### config.mk
export PLATFORM = sky130hd
export DESIGN_NAME = xor_adpll
export DESIGN_NICKNAME = d
export VERILOG_FILES = /design/src/rtl/xor_adpll.sv
export SDC_FILE = /design/constraint.sdc
export NUM_CORES = 1
export LEC_CHECK = 0
export CAP_MARGIN = 30
export CORE_AREA = 2 2 75 77
export DETAILED_ROUTE_END_ITERATION = 10
export DIE_AREA = 0 0 77 79
export SYNTH_ARGS = -nofsm -noshare
export SYNTH_HDL_FRONTEND = slang
export SYNTH_SLANG_ARGS = --single-unit
### constraint.sdc
create_clock -name clk -period 2.6 [get_ports clk]
set_input_delay 0.52 -clock clk [delete_from_list [all_inputs] [get_ports clk]]
set_output_delay 0.52 -clock clk [all_outputs]
set_load 0.1 [all_outputs]
### src/rtl/xor_adpll.sv
module xor_adpll #(
  parameter int N            = 16,
  parameter int K            = 8,
  parameter int LOCK_PERIODS = 16
) (
  input  logic clk,
  input  logic rst_n,
  input  logic ref_in,
  output logic id_out,
  output logic fb_out,
  output logic locked
);
  localparam int NW = $clog2(N);
  localparam int KW = $clog2(K);
  localparam int LW = $clog2(LOCK_PERIODS + 1);
  localparam int IW = $clog2(3 * N / K + 2) + 2;

  logic [1:0]    sync_q;
  logic          ref_s, det;
  logic [KW-1:0] kcnt;
  logic          carry, borrow;
  logic          ph, adv_p, ret_p;
  logic          adv_set, ret_set, adv_now, ret_now, tick;
  logic [NW-1:0] dcnt;
  logic          fb_rise, bal_ok;
  logic [IW-1:0] bal;
  logic [LW-1:0] lcnt;

  assign ref_s = sync_q[1];
  assign det   = ref_s ^ fb_out;

  always_ff @(posedge clk or negedge rst_n)
    if (!rst_n) sync_q <= '0;
    else        sync_q <= {sync_q[0], ref_in};

  always_ff @(posedge clk or negedge rst_n)
    if (!rst_n) begin
      kcnt <= '0; carry <= 1'b0; borrow <= 1'b0;
    end else begin
      carry  <= 1'b0;
      borrow <= 1'b0;
      if (det) begin
        if (kcnt == KW'(K - 1)) begin kcnt <= '0; carry <= 1'b1; end
        else kcnt <= kcnt + 1'b1;
      end else begin
        if (kcnt == '0) begin kcnt <= KW'(K - 1); borrow <= 1'b1; end
        else kcnt <= kcnt - 1'b1;
      end
    end

  // a_r2 checks: wraps happen only at the counter ends
  a_r2_carry_wrap: assert property (@(posedge clk) disable iff (!rst_n)
    carry |-> (kcnt == '0 && $past(kcnt) == KW'(K - 1)));
  a_r2_borrow_wrap: assert property (@(posedge clk) disable iff (!rst_n)
    borrow |-> (kcnt == KW'(K - 1) && $past(kcnt) == '0));

  // overflow retards, underflow advances; opposite requests cancel
  assign adv_set = adv_p | borrow;
  assign ret_set = ret_p | carry;
  assign adv_now = adv_set & ~ret_set;
  assign ret_now = ret_set & ~adv_set;
  assign tick    = ph ? ~ret_now : adv_now;
  assign id_out  = tick;

  always_ff @(posedge clk or negedge rst_n)
    if (!rst_n) begin
      ph <= 1'b0; adv_p <= 1'b0; ret_p <= 1'b0;
    end else begin
      ph    <= ~tick;
      adv_p <= adv_now & ph;
      ret_p <= ret_now & ~ph;
    end

  a_r3_pulse_spacing: assert property (@(posedge clk) disable iff (!rst_n)
    (tick && !adv_set) |=> (!tick || adv_p || borrow));

  always_ff @(posedge clk or negedge rst_n)
    if (!rst_n)    dcnt <= '0;
    else if (tick) dcnt <= dcnt + 1'b1;

  assign fb_out  = dcnt[NW-1];
  assign fb_rise = tick && (dcnt == NW'(N / 2 - 1));

  a_r4_fb_on_pulse: assert property (@(posedge clk) disable iff (!rst_n)
    !tick |=> $stable(fb_out));

  assign bal_ok = (bal == '0) || (bal == IW'(1)) || (bal == {IW{1'b1}});

  always_ff @(posedge clk or negedge rst_n)
    if (!rst_n) begin
      bal <= '0; lcnt <= '0;
    end else if (fb_rise) begin
      bal <= IW'(carry) - IW'(borrow);
      if (!bal_ok)                          lcnt <= '0;
      else if (lcnt != LW'(LOCK_PERIODS))   lcnt <= lcnt + 1'b1;
    end else begin
      bal <= bal + IW'(carry) - IW'(borrow);
    end

  assign locked = (lcnt == LW'(LOCK_PERIODS));

  a_r7_lock_at_rise: assert property (@(posedge clk) disable iff (!rst_n)
    (locked != $past(locked)) |-> $past(fb_rise));
endmodule

### After elaboration in Yosys (flattened, before gate mapping)

Index checks and enable logic that the tools add are counted.

* add/subtract/negate cells: 7
* multiplexer cells: 11
* eq/ne operators: 7
* bitwise logic cells: 12
* reduce and logical (&&, ||, !) cells: 6

Operator list (number)
* 5-bit two-way mux: 3
* 5-bit == test, second input constant: 2
* 3-bit two-way mux: 3
* 5-bit by 1-bit adder with 5-bit output: 1
* 5-bit by 1-bit adder with 5-bit output, second input constant: 1
* 5-bit by 1-bit == test with 1-bit output, second input constant: 1
* 5-bit zero test: 1
* 1-bit two-way mux: 5
* 5-bit inequality test, second input constant: 1
* 1-bit inverter: 5
* 5-bit by 1-bit subtractor with 5-bit output: 1
* 4-bit by 1-bit adder with 4-bit output, second input constant: 1
* 1-bit bitwise AND: 4
* 4-bit by 3-bit == test with 1-bit output, second input constant: 1
* 3-bit by 1-bit adder with 3-bit output, second input constant: 1
* 3-bit == test, second input constant: 1
* 3-bit zero test: 1
* 3-bit by 1-bit subtractor with 3-bit output, second input constant: 1
* 1-bit logical OR: 2
* 2-bit by 1-bit inequality test with 1-bit output, second input constant: 1
* 1-bit OR: 2
* 2-bit AND reduction: 1
* 1-bit by 1-bit subtractor with 2-bit output: 1
* 1-bit logical AND: 1
* 1-bit XOR: 1

* register bits: 24
* word-level logic and storage cells: 53
* output and inout port bits: 3
* input bits: 3

### Depth between registers and ports, before layout

* word-level depth: 7
* gate-level depth with buffers: 10
* depth with buffers taken out: 10

### Least setup slack after synthesis

Ideal clock, no wire load.

* path kind: reg2reg
* from: reg lcnt[0]
* to: reg lcnt[1]
* stages on the path, launching flop included: 7
* setup time: 0.126 ns
* buffers on the path: 0
* setup slack: -0.702 ns
* required time: 2.474 ns
* period minus slack after synthesis: 3.302 ns
* data arrival time: 3.177 ns
* cell sequence: dfrtp_1 inv_1 ha_1 nand2_1 nor3_1 or3_4 o22ai_1

* word-level cells in the longest chain between the ends: 3
* elaborated cells on any way between the ends: 6
* those cells by class: add/sub: 1; eq/ne: 2; mux: 2; reduce/logical: 1

RTL lines
* from (decl): RTL line 27 `logic [LW-1:0] lcnt;`
* from (signal assigned): RTL line 95 `else if (lcnt != LW'(LOCK_PERIODS)) lcnt <= lcnt + 1'b1;`
* 5-bit by 1-bit adder with 5-bit output / 5-bit inequality test (equally long branches): RTL line 95
* 5-bit two-way mux / 2-bit by 1-bit inequality test with 1-bit output (equally long branches)
* 5-bit two-way mux / 2-bit AND reduction (equally long branches)

Several ways; a longest one is shown, not always the timed one. The select of a mux whose other input is x is not followed.
A chain may end at the register's enable or synchronous reset.

### Final worst setup path

* from: reg carry
* to: out id_out

* word-level cells in the longest chain between the ends: 4
* elaborated cells on any way between the ends: 6
* those cells by class: mux: 1; bitwise: 5

RTL lines
* from (decl): RTL line 21 `logic carry, borrow;`
* from (signal assigned): RTL line 38 `kcnt <= '0; carry <= 1'b0; borrow <= 1'b0;`
* from (signal assigned): RTL line 40 `carry <= 1'b0;`
* from (signal assigned): RTL line 43 `if (kcnt == KW'(K - 1)) begin kcnt <= '0; carry <= 1'b1; end`
* 1-bit OR (*): RTL line 59 `assign ret_set = ret_p | carry;`
* 1-bit inverter / 1-bit bitwise AND (equally long branches): RTL line 60, 61
* 1-bit bitwise AND / 1-bit inverter (equally long branches): RTL line 60, 62
* 1-bit two-way mux (*): RTL line 62 `assign tick = ph ? ~ret_now : adv_now;`
* to (decl): RTL line 9 `output logic id_out,`

Every way passes the cells marked *; elsewhere a longest branch is shown, timed or not.

==> results_dict.tcl <==
set metrics [dict create \
    ys_async_sr_fraction_pct 100 \
    r2r_end "bal[4]$_DFF_PN0_" \
    htree_levels 1 \
    syn_area_per_cell_um2 10.9 \
    ys_ff_latch 24 \
    yosys.area_share.adder_pct 16.2 \
    finalPower_uw 1830 \
    synth_mux_area_share_pct 1.66 \
    fin_nets 147 \
    hold_slack_ns 0.355 \
    firstDrtPassIters 3 \
    whs_path_depth 0 \
    drt_iter0_markers 26 \
    grt_use_met1_pct 9.71 \
    synth_common_cells "dfrtp_1 (24), ha_1 (15), inv_1 (14)" \
    hold_violations 0 \
    skew_ns 0.00365 \
    met3_usage_pct 2.05 \
    syn_inst 118 \
    status "finished, final reports clean" \
    cp-end-kind "output pin" \
    critPathBufInv 1 \
    cts-buffers-inserted 3 \
    cts_tree "done" \
    finalCriticalPeriod_ns 2.17 \
    yosysMostFrequentCell "dfrtp_1" \
    setup_tns_ns 0 \
    crit_chain "or2_0 > o21ai_2 > buf_12" \
    cts_hold_buf 0 \
    grt-ovfl-total 0 \
    antennaDiodeCount 0 \
    dieArea_um2 6080 \
    grt_use_total_pct 7.51 \
    synth-simple-area-share_pct 11.9 \
    path_clk_slew_ns 0.08 \
    grt_max_degree 25 \
    path_delay_family "compound AO/OA/AOI/OAI gates" \
    setup_viol_count_final 0 \
    dpl_cell_area_um2 1440 \
    min_period_over_period_pct 83.4 \
    arrival_ns 1.65 \
    initial_core_util_pct 24.1 \
    syn_nets 137 \
    leakage_uw 0.000666 \
    cp_slowest_cell "o21ai_2" \
    hp-class "reg -> reg" \
    pin_count 6 \
    cts_buffer_depth 2 \
    max_slew.worst_pin.slew_ns 0.686 \
    final_antenna_net_count 0 \
    min-delay-start "sync_q[0]$_DFF_PN0_" \
    yosysTopAreaCellShare_pct 46.7 \
    synthesis.area_um2 1280 \
    maxSlewHeadroom_pct 54.0 \
    hold-path-endpoint "sync_q[1]$_DFF_PN0_" \
    slew_violations 0 \
    critPathLaunchType "register" \
    busiest_layer "met2" \
    crit_type "reg -> out" \
    worst_path_largest_cell_delay_ns 0.42 \
    ys_seq_area_share_pct 46.7 \
    critPathRequiredTime_ns 2.08 \
    die_y_um 79 \
    insertion_delay_ns 0.26 \
    fp.dieW_um 77 \
    grt_pass1_wl_um 3660 \
    fin_area_um2 1490 \
    met2_usage_pct 12.4 \
    clock_sinks 24 \
    yosysWarnings 0 \
    io_buffer_count 5 \
    max_freq_mhz 461 \
    wl_per_cell_um 9.95 \
    synth_xor_area_share_pct 6.13 \
    grt_pass1_vias 838 \
    ir_worst_vdd_mv 1.34 \
    synth_area_leaders "dfrtp_1 (47%), ha_1 (15%), inv_1 (4.1%)" \
    num_vias 824 \
    synth_edf_count 0 \
    hpwl_um 1510 \
    drt_wl_total_um 1980 \
    power_density_nw_per_um2 1230 \
    rsz0062_at_grt "no" \
    r2r-start "borrow$_DFF_PN0_" \
    ff2ff_path_depth 9 \
    remaining_drc_errors 0 \
    coreArea_um2 5340 \
    synth_compound_area_share_pct 13.0 \
    critical_path.max_fanout 8 \
    post-cts-setup-buffer-count 0 \
    cts_root_buf "clkbuf_8" \
    gp_congestion 0.778 \
    synthFlopType "dfrtp_1" \
    rrSetupSlack_ns 0.57 \
    rows 27 \
    drive_above_1_share_pct 11.0 \
    synth_area_leader_cell "dfrtp_1" \
    maxCapViolCount 0 \
    antenna_found_initial 0 \
    vias_per_cell 4.14 \
    synth_top_family_by_area "adder cells" \
    cts-resized-gates 0 \
    synth_cell_types 34 \
    area.growth.synth_to_final_pct 16.2 \
]
==> where the power goes <==
group	internal, uW	leakage, uW	total [uW]	switching [uW]
clock	135	0.0000288	254	118
combinational	409	0.000340	958	549
sequential	511	0.000297	619	108
==> sequential cells by signal (all words and copies together) (netlist names), 2 cells and up <==
name / cells
kcnt: 3
dcnt: 4
sync_q: 2
lcnt: 5
bal: 5
==> layer usage <==
layer  share of wire (%)  up-vias
met5                   0        -
met4                 1.2        0
met3                 2.7        4
met2                  46        8
met1                  50      389
li1                    -      423
==> stage by stage <==
step	worst slack (ns)	instances	util, %
2_1_floorplan	0.240	118	-
3_3_place_gp	0.634	195	26.9
3_5_place_dp	0.570	195	26.9
4_1_cts	0.397	199	28.0
5_1_grt	0.303	199	28.0
6_report	0.431	199	28.0
==> cells in the final DEF (no fill, tap or decap), drive strengths merged <==
master,count
o22ai,1
xor2,3
nand4,1
mux2,1
a21oi,4
nand3b,1
a22oi,2
fa,1
ha,15
xnor2,6
a211oi,2
or3,1
o21ai,9
nor3b,1
nor3,5
and2,2
a2bb2oi,1
nand3,2
or2,1
dfrtp,24
and4,1
nand2,6
buf,4
mux2i,1
clkdlybuf4s50,2
o2bb2ai,1
a21o,2
nand2b,2
o41a,1
clkbuf,4
inv,14
nor2b,1
nor2,4
a211o,1
==> kinds of logic after synthesis <==
group,after synthesis
mux,2
simple gates,28
compound gates,24
buf+inv,15
flops,24
fa+ha+maj,16
xor+xnor,9
==> cell type report <==
cell class	instances	area (um2)
inverter	14	52.6
sequential	24	601
fill	597	3840
clock buffer	4	55.1
multi-input combinational	79	632
tap	72	90.1
timing repair buffer	6	62.6
==> worst max-delay path by stage <==
stage                              startpoint                to  slack (ns)  cells past startpoint
after global routing          carry$_DFF_PN0_            id_out        0.30                      3
after floorplan           lcnt[0]$_DFFE_PN0P_            locked        0.24                      4
after CTS                     carry$_DFF_PN0_            id_out        0.40                      3
final                         carry$_DFF_PN0_            id_out        0.43                      3
after detailed placement     borrow$_DFF_PN0_  bal[4]$_DFF_PN0_        0.57                      9
after global placement       borrow$_DFF_PN0_  bal[4]$_DFF_PN0_        0.63                      9
Note: power is estimated with default switching activity, not from simulation.
